[src/rtl/exc_entry_pkg.sv]
package exc_entry_pkg;
   typedef enum logic [2:0] {
      TE_NONE    = 3'd0,
      TE_MISS    = 3'd1,
      TE_INVALID = 3'd2,
      TE_MODIFY  = 3'd3,
      TE_BADADDR = 3'd4
   } tlb_err_e;

   localparam int          CODE_MIN_W = 5;
   localparam logic [4:0]  EC_MOD  = 5'd1;
   localparam logic [4:0]  EC_TLBL = 5'd2;
   localparam logic [4:0]  EC_TLBS = 5'd3;
   localparam logic [4:0]  EC_ADEL = 5'd4;
   localparam logic [4:0]  EC_ADES = 5'd5;
endpackage

[src/rtl/exc_code_map.sv]
module exc_code_map
   import exc_entry_pkg::*;
#(
   parameter int CODE_W = 5
) (
   input  logic [2:0]        tlb_err,
   input  logic              is_store,
   input  logic [CODE_W-1:0] code_in,
   output logic [CODE_W-1:0] code_out,
   output logic              tlb_fault,
   output logic              err_invalid
);
   generate
      if (CODE_W < CODE_MIN_W) begin : g_bad_code_w
         $error("exc_code_map: CODE_W too narrow");
      end
   endgenerate

   always_comb begin
      tlb_fault   = 1'b1;
      err_invalid = (tlb_err == TE_INVALID);
      case (tlb_err)
         TE_MISS, TE_INVALID: code_out = is_store ? CODE_W'(EC_TLBS) : CODE_W'(EC_TLBL);
         TE_MODIFY:           code_out = CODE_W'(EC_MOD);
         TE_BADADDR:          code_out = is_store ? CODE_W'(EC_ADES) : CODE_W'(EC_ADEL);
         default: begin
            code_out  = code_in;
            tlb_fault = 1'b0;
         end
      endcase
   end
endmodule

[src/rtl/exc_vector_sel.sv]
module exc_vector_sel
   import exc_entry_pkg::*;
#(
   parameter int          XLEN         = 64,
   parameter int          CODE_W       = 5,
   parameter logic [31:0] VEC_GENERAL  = 32'h8000_0180,
   parameter logic [31:0] VEC_REFILL32 = 32'h8000_0000,
   parameter logic [31:0] VEC_REFILL64 = 32'h8000_0080,
   parameter bit          ADDR64_EN    = 1'b1
) (
   input  logic [CODE_W-1:0] code,
   input  logic              old_exl,
   input  logic              err_invalid,
   input  logic [1:0]        region,
   input  logic              ux,
   input  logic              sx,
   input  logic              kx,
   output logic [XLEN-1:0]   vec
);
   localparam int EXT_W = XLEN - 32;

   generate
      if (XLEN <= 32) begin : g_bad_xlen
         $error("exc_vector_sel: XLEN must exceed 32");
      end
   endgenerate

   logic        wide;
   logic        is_refill;
   logic [31:0] sel;

   generate
      if (ADDR64_EN) begin : g_wide
         always_comb begin
            case (region)
               2'b00:   wide = ux;
               2'b01:   wide = sx;
               2'b11:   wide = kx;
               default: wide = 1'b0;
            endcase
         end
      end else begin : g_narrow
         logic unused_mode;
         assign unused_mode = ^{region, ux, sx, kx};
         assign wide = 1'b0;
      end
   endgenerate

   always_comb begin
      is_refill = (code == CODE_W'(EC_TLBL)) || (code == CODE_W'(EC_TLBS));
      if (is_refill && !old_exl && !err_invalid)
         sel = wide ? VEC_REFILL64 : VEC_REFILL32;
      else
         sel = VEC_GENERAL;
      vec = {{EXT_W{sel[31]}}, sel};
   end
endmodule

[src/rtl/exc_fault_regs.sv]
module exc_fault_regs #(
   parameter int XLEN        = 64,
   parameter int PAGE_SHIFT  = 13,
   parameter int CTX_VPN2_W  = 19,
   parameter int XCTX_VPN2_W = 27
) (
   input  logic                   clk,
   input  logic                   rst_n,
   input  logic                   capture,
   input  logic [XLEN-1:0]        vaddr,
   output logic [XLEN-1:0]        badvaddr,
   output logic [CTX_VPN2_W-1:0]  ctx_vpn2,
   output logic [XCTX_VPN2_W-1:0] xctx_vpn2,
   output logic [1:0]             xctx_region,
   output logic [XCTX_VPN2_W-1:0] ehi_vpn2,
   output logic [1:0]             ehi_region
);
   localparam int CTX_HI  = PAGE_SHIFT + CTX_VPN2_W - 1;
   localparam int XCTX_HI = PAGE_SHIFT + XCTX_VPN2_W - 1;

   generate
      if (XCTX_HI >= XLEN - 2 || CTX_HI > XCTX_HI) begin : g_bad_fields
         $error("exc_fault_regs: page fields do not fit the address");
      end
   endgenerate

   always_ff @(posedge clk or negedge rst_n) begin
      if (!rst_n) begin
         badvaddr    <= '0;
         ctx_vpn2    <= '0;
         xctx_vpn2   <= '0;
         xctx_region <= '0;
         ehi_vpn2    <= '0;
         ehi_region  <= '0;
      end else if (capture) begin
         badvaddr    <= vaddr;
         ctx_vpn2    <= vaddr[CTX_HI:PAGE_SHIFT];
         xctx_vpn2   <= vaddr[XCTX_HI:PAGE_SHIFT];
         xctx_region <= vaddr[XLEN-1:XLEN-2];
         ehi_vpn2    <= vaddr[XCTX_HI:PAGE_SHIFT];
         ehi_region  <= vaddr[XLEN-1:XLEN-2];
      end
   end
endmodule

[src/rtl/exc_entry.sv]
module exc_entry #(
   parameter int          XLEN         = 64,
   parameter int          CODE_W       = 5,
   parameter int          PAGE_SHIFT   = 13,
   parameter int          CTX_VPN2_W   = 19,
   parameter int          XCTX_VPN2_W  = 27,
   parameter int          INSN_BYTES   = 4,
   parameter logic [31:0] VEC_GENERAL  = 32'h8000_0180,
   parameter logic [31:0] VEC_REFILL32 = 32'h8000_0000,
   parameter logic [31:0] VEC_REFILL64 = 32'h8000_0080,
   parameter bit          ADDR64_EN    = 1'b1
) (
   input  logic                   clk,
   input  logic                   rst_n,
   input  logic                   exc_valid,
   input  logic [CODE_W-1:0]      exc_code,
   input  logic [1:0]             exc_cop,
   input  logic [XLEN-1:0]        exc_pc,
   input  logic                   exc_in_delay,
   input  logic [2:0]             tlb_err,
   input  logic                   acc_store,
   input  logic [XLEN-1:0]        fault_va,
   input  logic                   sr_bev,
   input  logic                   sr_ux,
   input  logic                   sr_sx,
   input  logic                   sr_kx,
   input  logic                   exl_clr,
   output logic                   exl,
   output logic [XLEN-1:0]        epc,
   output logic                   cause_bd,
   output logic [CODE_W-1:0]      cause_code,
   output logic [1:0]             cause_ce,
   output logic [XLEN-1:0]        badvaddr,
   output logic [CTX_VPN2_W-1:0]  ctx_vpn2,
   output logic [XCTX_VPN2_W-1:0] xctx_vpn2,
   output logic [1:0]             xctx_region,
   output logic [XCTX_VPN2_W-1:0] ehi_vpn2,
   output logic [1:0]             ehi_region,
   output logic                   pc_load,
   output logic [XLEN-1:0]        new_pc,
   output logic                   bev_err
);
   localparam logic [XLEN-1:0] PC_STEP = XLEN'(INSN_BYTES);

   logic [CODE_W-1:0] final_code;
   logic              tlb_fault;
   logic              err_invalid;
   logic [XLEN-1:0]   vec;

   exc_code_map #(.CODE_W(CODE_W)) u_map (
      .tlb_err     (tlb_err),
      .is_store    (acc_store),
      .code_in     (exc_code),
      .code_out    (final_code),
      .tlb_fault   (tlb_fault),
      .err_invalid (err_invalid)
   );

   exc_vector_sel #(
      .XLEN(XLEN), .CODE_W(CODE_W), .VEC_GENERAL(VEC_GENERAL),
      .VEC_REFILL32(VEC_REFILL32), .VEC_REFILL64(VEC_REFILL64), .ADDR64_EN(ADDR64_EN)
   ) u_vec (
      .code        (final_code),
      .old_exl     (exl),
      .err_invalid (err_invalid),
      .region      (fault_va[XLEN-1:XLEN-2]),
      .ux          (sr_ux),
      .sx          (sr_sx),
      .kx          (sr_kx),
      .vec         (vec)
   );

   exc_fault_regs #(
      .XLEN(XLEN), .PAGE_SHIFT(PAGE_SHIFT),
      .CTX_VPN2_W(CTX_VPN2_W), .XCTX_VPN2_W(XCTX_VPN2_W)
   ) u_fault (
      .clk         (clk),
      .rst_n       (rst_n),
      .capture     (exc_valid && tlb_fault),
      .vaddr       (fault_va),
      .badvaddr    (badvaddr),
      .ctx_vpn2    (ctx_vpn2),
      .xctx_vpn2   (xctx_vpn2),
      .xctx_region (xctx_region),
      .ehi_vpn2    (ehi_vpn2),
      .ehi_region  (ehi_region)
   );

   always_ff @(posedge clk or negedge rst_n) begin
      if (!rst_n) begin
         exl        <= 1'b0;
         epc        <= '0;
         cause_bd   <= 1'b0;
         cause_code <= '0;
         cause_ce   <= '0;
         pc_load    <= 1'b0;
         new_pc     <= '0;
         bev_err    <= 1'b0;
      end else if (exc_valid) begin
         cause_code <= final_code;
         cause_ce   <= exc_cop;
         if (!exl) begin
            cause_bd <= exc_in_delay;
            epc      <= exc_in_delay ? exc_pc - PC_STEP : exc_pc;
         end
         exl     <= 1'b1;
         pc_load <= !sr_bev;
         bev_err <= sr_bev;
         if (!sr_bev)
            new_pc <= vec;
      end else begin
         pc_load <= 1'b0;
         bev_err <= 1'b0;
         if (exl_clr)
            exl <= 1'b0;
      end
   end
endmodule

[config.mk]
export PLATFORM = sky130hd
export DESIGN_NAME = exc_entry
export DESIGN_NICKNAME = d
export VERILOG_FILES = /design/src/rtl/exc_entry_pkg.sv /design/src/rtl/exc_code_map.sv /design/src/rtl/exc_vector_sel.sv /design/src/rtl/exc_fault_regs.sv /design/src/rtl/exc_entry.sv
export SDC_FILE = /design/constraint.sdc
export NUM_CORES = 1
export LEC_CHECK = 0
export BUFFER_PORTS_ARGS = -buffer_cell sky130_fd_sc_hd__buf_2
export CAP_MARGIN = 20
export CORE_MARGIN = 2
export CORE_UTILIZATION = 35
export DETAILED_ROUTE_END_ITERATION = 10
export GPL_TIMING_DRIVEN = 0
export PLACE_DENSITY_LB_ADDON = 0.12
export SYNTH_ARGS = -nofsm -noshare
export SYNTH_HDL_FRONTEND = slang
export SYNTH_HIERARCHICAL = 1
export SYNTH_SLANG_ARGS = --single-unit
[constraint.sdc]
create_clock -name clk -period 2.12 [get_ports clk]
set_clock_uncertainty 0.05 [all_clocks]
set_input_delay 0.106 -clock clk [delete_from_list [all_inputs] [get_ports clk]]
set_output_delay 0.106 -clock clk [all_outputs]
set_load 0.02 [all_outputs]
==> metrics.txt <==
outcome completed; Post-synth ARST share 1.00; Critical Path AT roughly 2.4 ns; maxcap violations 0; EDFF count, synth 0; area growth from synthesis to layout 51.0%; post-DR wirelength/cell 16.9 um; total number of vias 8859; die height between 150 and 200 um; Clock Latency Late Sink around 0.50 ns; synth warn 6; FP Rows between 60 and 70; Place WS -0.482 ns; clock tree buffer depth 3; global-route wire length before repair between 50 and 60 mm; final worst-path cycle share 0.967; io pins 428; largest net degree at the start of global routing approximately 110; initial drt markers a little over 300; vias in the first global route ~8900; simple-gate share of the synthesized area 0.135; Worst Max-Slew Pin Slew a little over 0.8 ns; FF-to-FF setup slack 0.24 ns; Final Wtd Congestion roughly 0.80; GRT Total Usage 0.206; clock period minus worst slack about 2 ns; DRC errors left 0; Compound-Gate Fraction of Synth Area 0.0436; Initial Util 0.354; Inserted Clock Buffers 25; register bit count reported by yosys between 200 and 250; critical path peak fanout 9; dpl hpwl 24.4 mm; gr ovfl total 0; DRT antenna net count 0; endpoint class of the critical path register; core area ~0.030 mm2; most common cell after layout, fill and taps aside buf_2; Initial DRT Pass Iterations 4; die area ~0.031 mm2; largest family of logic cells by synthesized area multiplexers; most frequent cells in the layout buf_2, dfrtp_1, dlygate4sd3_1; number of clock sinks 203; syn avg cell area 11.7 um2; Critical Path RT 2.44 ns; count of cell types in the netlist 56; synthesized-area fraction occupied by adder cells 0.00227; PwrDens 852 mW/mm2; Port Buf Inserts 425; H-tree depth 1; relative slew slack 0.463; Root Driver clkbuf_16; Max VDD drop 0.516 mV; mux cell area share after synthesis 0.172; Total Wirelength 33.4 mm; sequential area share after synthesis 0.485; CTS tree yes; XOR/XNOR Fraction of Synth Area 0.0359; vias per cell roughly 4.5; # setup viols final 0; synthesized area between 0.01 and 0.015 mm2; share of layout cells above drive strength 1 0.499; # nets final ~1700; Worst Hold Class input pin to register; number of antenna violations at the first check in global routing 3; Fmax 0.488 GHz; setup_tns 0 ns; Top FF cell, synth dfrtp_1; final slew viol count 0; Synth Instances 891; Worst Setup Slack, final 0.0697 ns; Setup CP Type input pin to register; Clock transition at path regs 0.06 ns; Die Span X about 180 um; Startpoint Class input pin; Hold Fails Final Rpt 0; LEAKAGE between 0.007 and 0.008 uW
## layer usage
| layer | track usage | wire, um | vias up |
|---|---|---|---|
| li1 | - | - | 4274 |
| met2 | 0.382 | 17600 | 307 |
| met1 | 0.232 | 12500 | 4225 |
| met5 | 0 | 20 | - |
| met4 | 0.0548 | 709 | 4 |
| met3 | 0.0524 | 2550 | 49 |
## Yosys cell counts, types with 8 or more instances
master,count,area (um2)
mux2_2,77,867
dfrtp_1,203,5080
mux2_4,60,901
o21ai_0,50,250
or4_1,8,60.1
nand2_1,75,282
nor2_1,27,101
nand4_1,10,62.6
xnor2_1,34,298
nor4_1,26,163
or3_1,17,106
a31oi_1,13,81.3
nor3_1,18,90.1
clkbuf_1,22,82.6
nand3_1,15,75.1
buf_4,140,1050
## area by class of cell
type                       instances  area, um2
clock buffer                      41        776
fill                            2726      13800
clock inverter                     1       5.00
multi-input combinational        568       4350
antenna                            1       2.50
timing repair buffer             588       3780
tap                              390        488
inverter                           6       22.5
sequential                       203       5080
buffer                           174       1300
## through the flow
stage / hold slack, ns / utilization / cell area [um2] / total power, uW / instances
after global routing: 0.0385 / 0.535 / 15800 / 14200 / 1972
after CTS: 0.00583 / 0.532 / 15700 / 13600 / 1968
final: 0.0366 / 0.535 / 15800 / 13500 / 1972
after detailed placement: 0.168 / 0.451 / 13300 / 9260 / 1767
after floorplan: -0.240 / - / 10700 / 7620 / 951
after global placement: 0.249 / 0.450 / 13300 / 9200 / 1766
## timing repair
| item | 4_1_cts | 5_1_grt |
|---|---|---|
| endpoints found under the setup margin | 24 | 21 |
| hold endpoints to repair | 234 | 0 |
| pin swaps | 0 | 1 |
| hold buffers | 159 | 0 |
| resized for setup | 4 | 17 |
| buffers inserted | 0 | 3 |
## cell families (layout without fill, tap and decap cells)
| kind of cell | Yosys count | after routing |
|---|---|---|
| simple gates | 244 | 244 |
| flops | 203 | 203 |
| buf+inv | 180 | 810 |
| mux | 140 | 140 |
| compound gates | 78 | 78 |
| xor+xnor | 42 | 42 |
| fa+ha+maj | 2 | 2 |
| other cells | 2 | 63 |
## where the power goes
part	leakage, uW	total, uW	internal [uW]	switching [uW]
logic	0.00480	4440	2010	2430
registers	0.00240	4960	4520	439
clock network	0.000385	4060	2460	1590
total	0.00759	13500	9000	4460
## path summary, 6_finish.rpt
check | start | endpoint | depth (start not counted)
worst max-delay path | exc_pc[2] | epc[36] | 10
max in group asynchronous | rst_n | u_fault/badvaddr[14] | 3
min in group asynchronous | rst_n | new_pc[16] | 2
worst min-delay path | exc_pc[31] | epc[32] | 5
worst max register to register | exl | epc[40] | 6
worst min register to register | epc[47] | epc[47] | 2
## registers in the layout (all words and copies together), names as in the netlist
signal	count
bev_err	1
cause_bd	1
cause_ce	2
cause_code	5
epc	64
exl	1
new_pc	64
pc_load	1
u_fault/badvaddr	64
## worst max-delay path, cell delays in order
cell	delay [ns]
buf_2	0.13
inv_1	0.06
ha_1	0.16
nor4bb_1	0.30
buf_2	0.25
nand4b_4	0.24
nor4_2	0.34
xnor2_1	0.16
dlygate4sd3_1	0.56
o21ai_0	0.07
(Power assumes the default switching activity.)
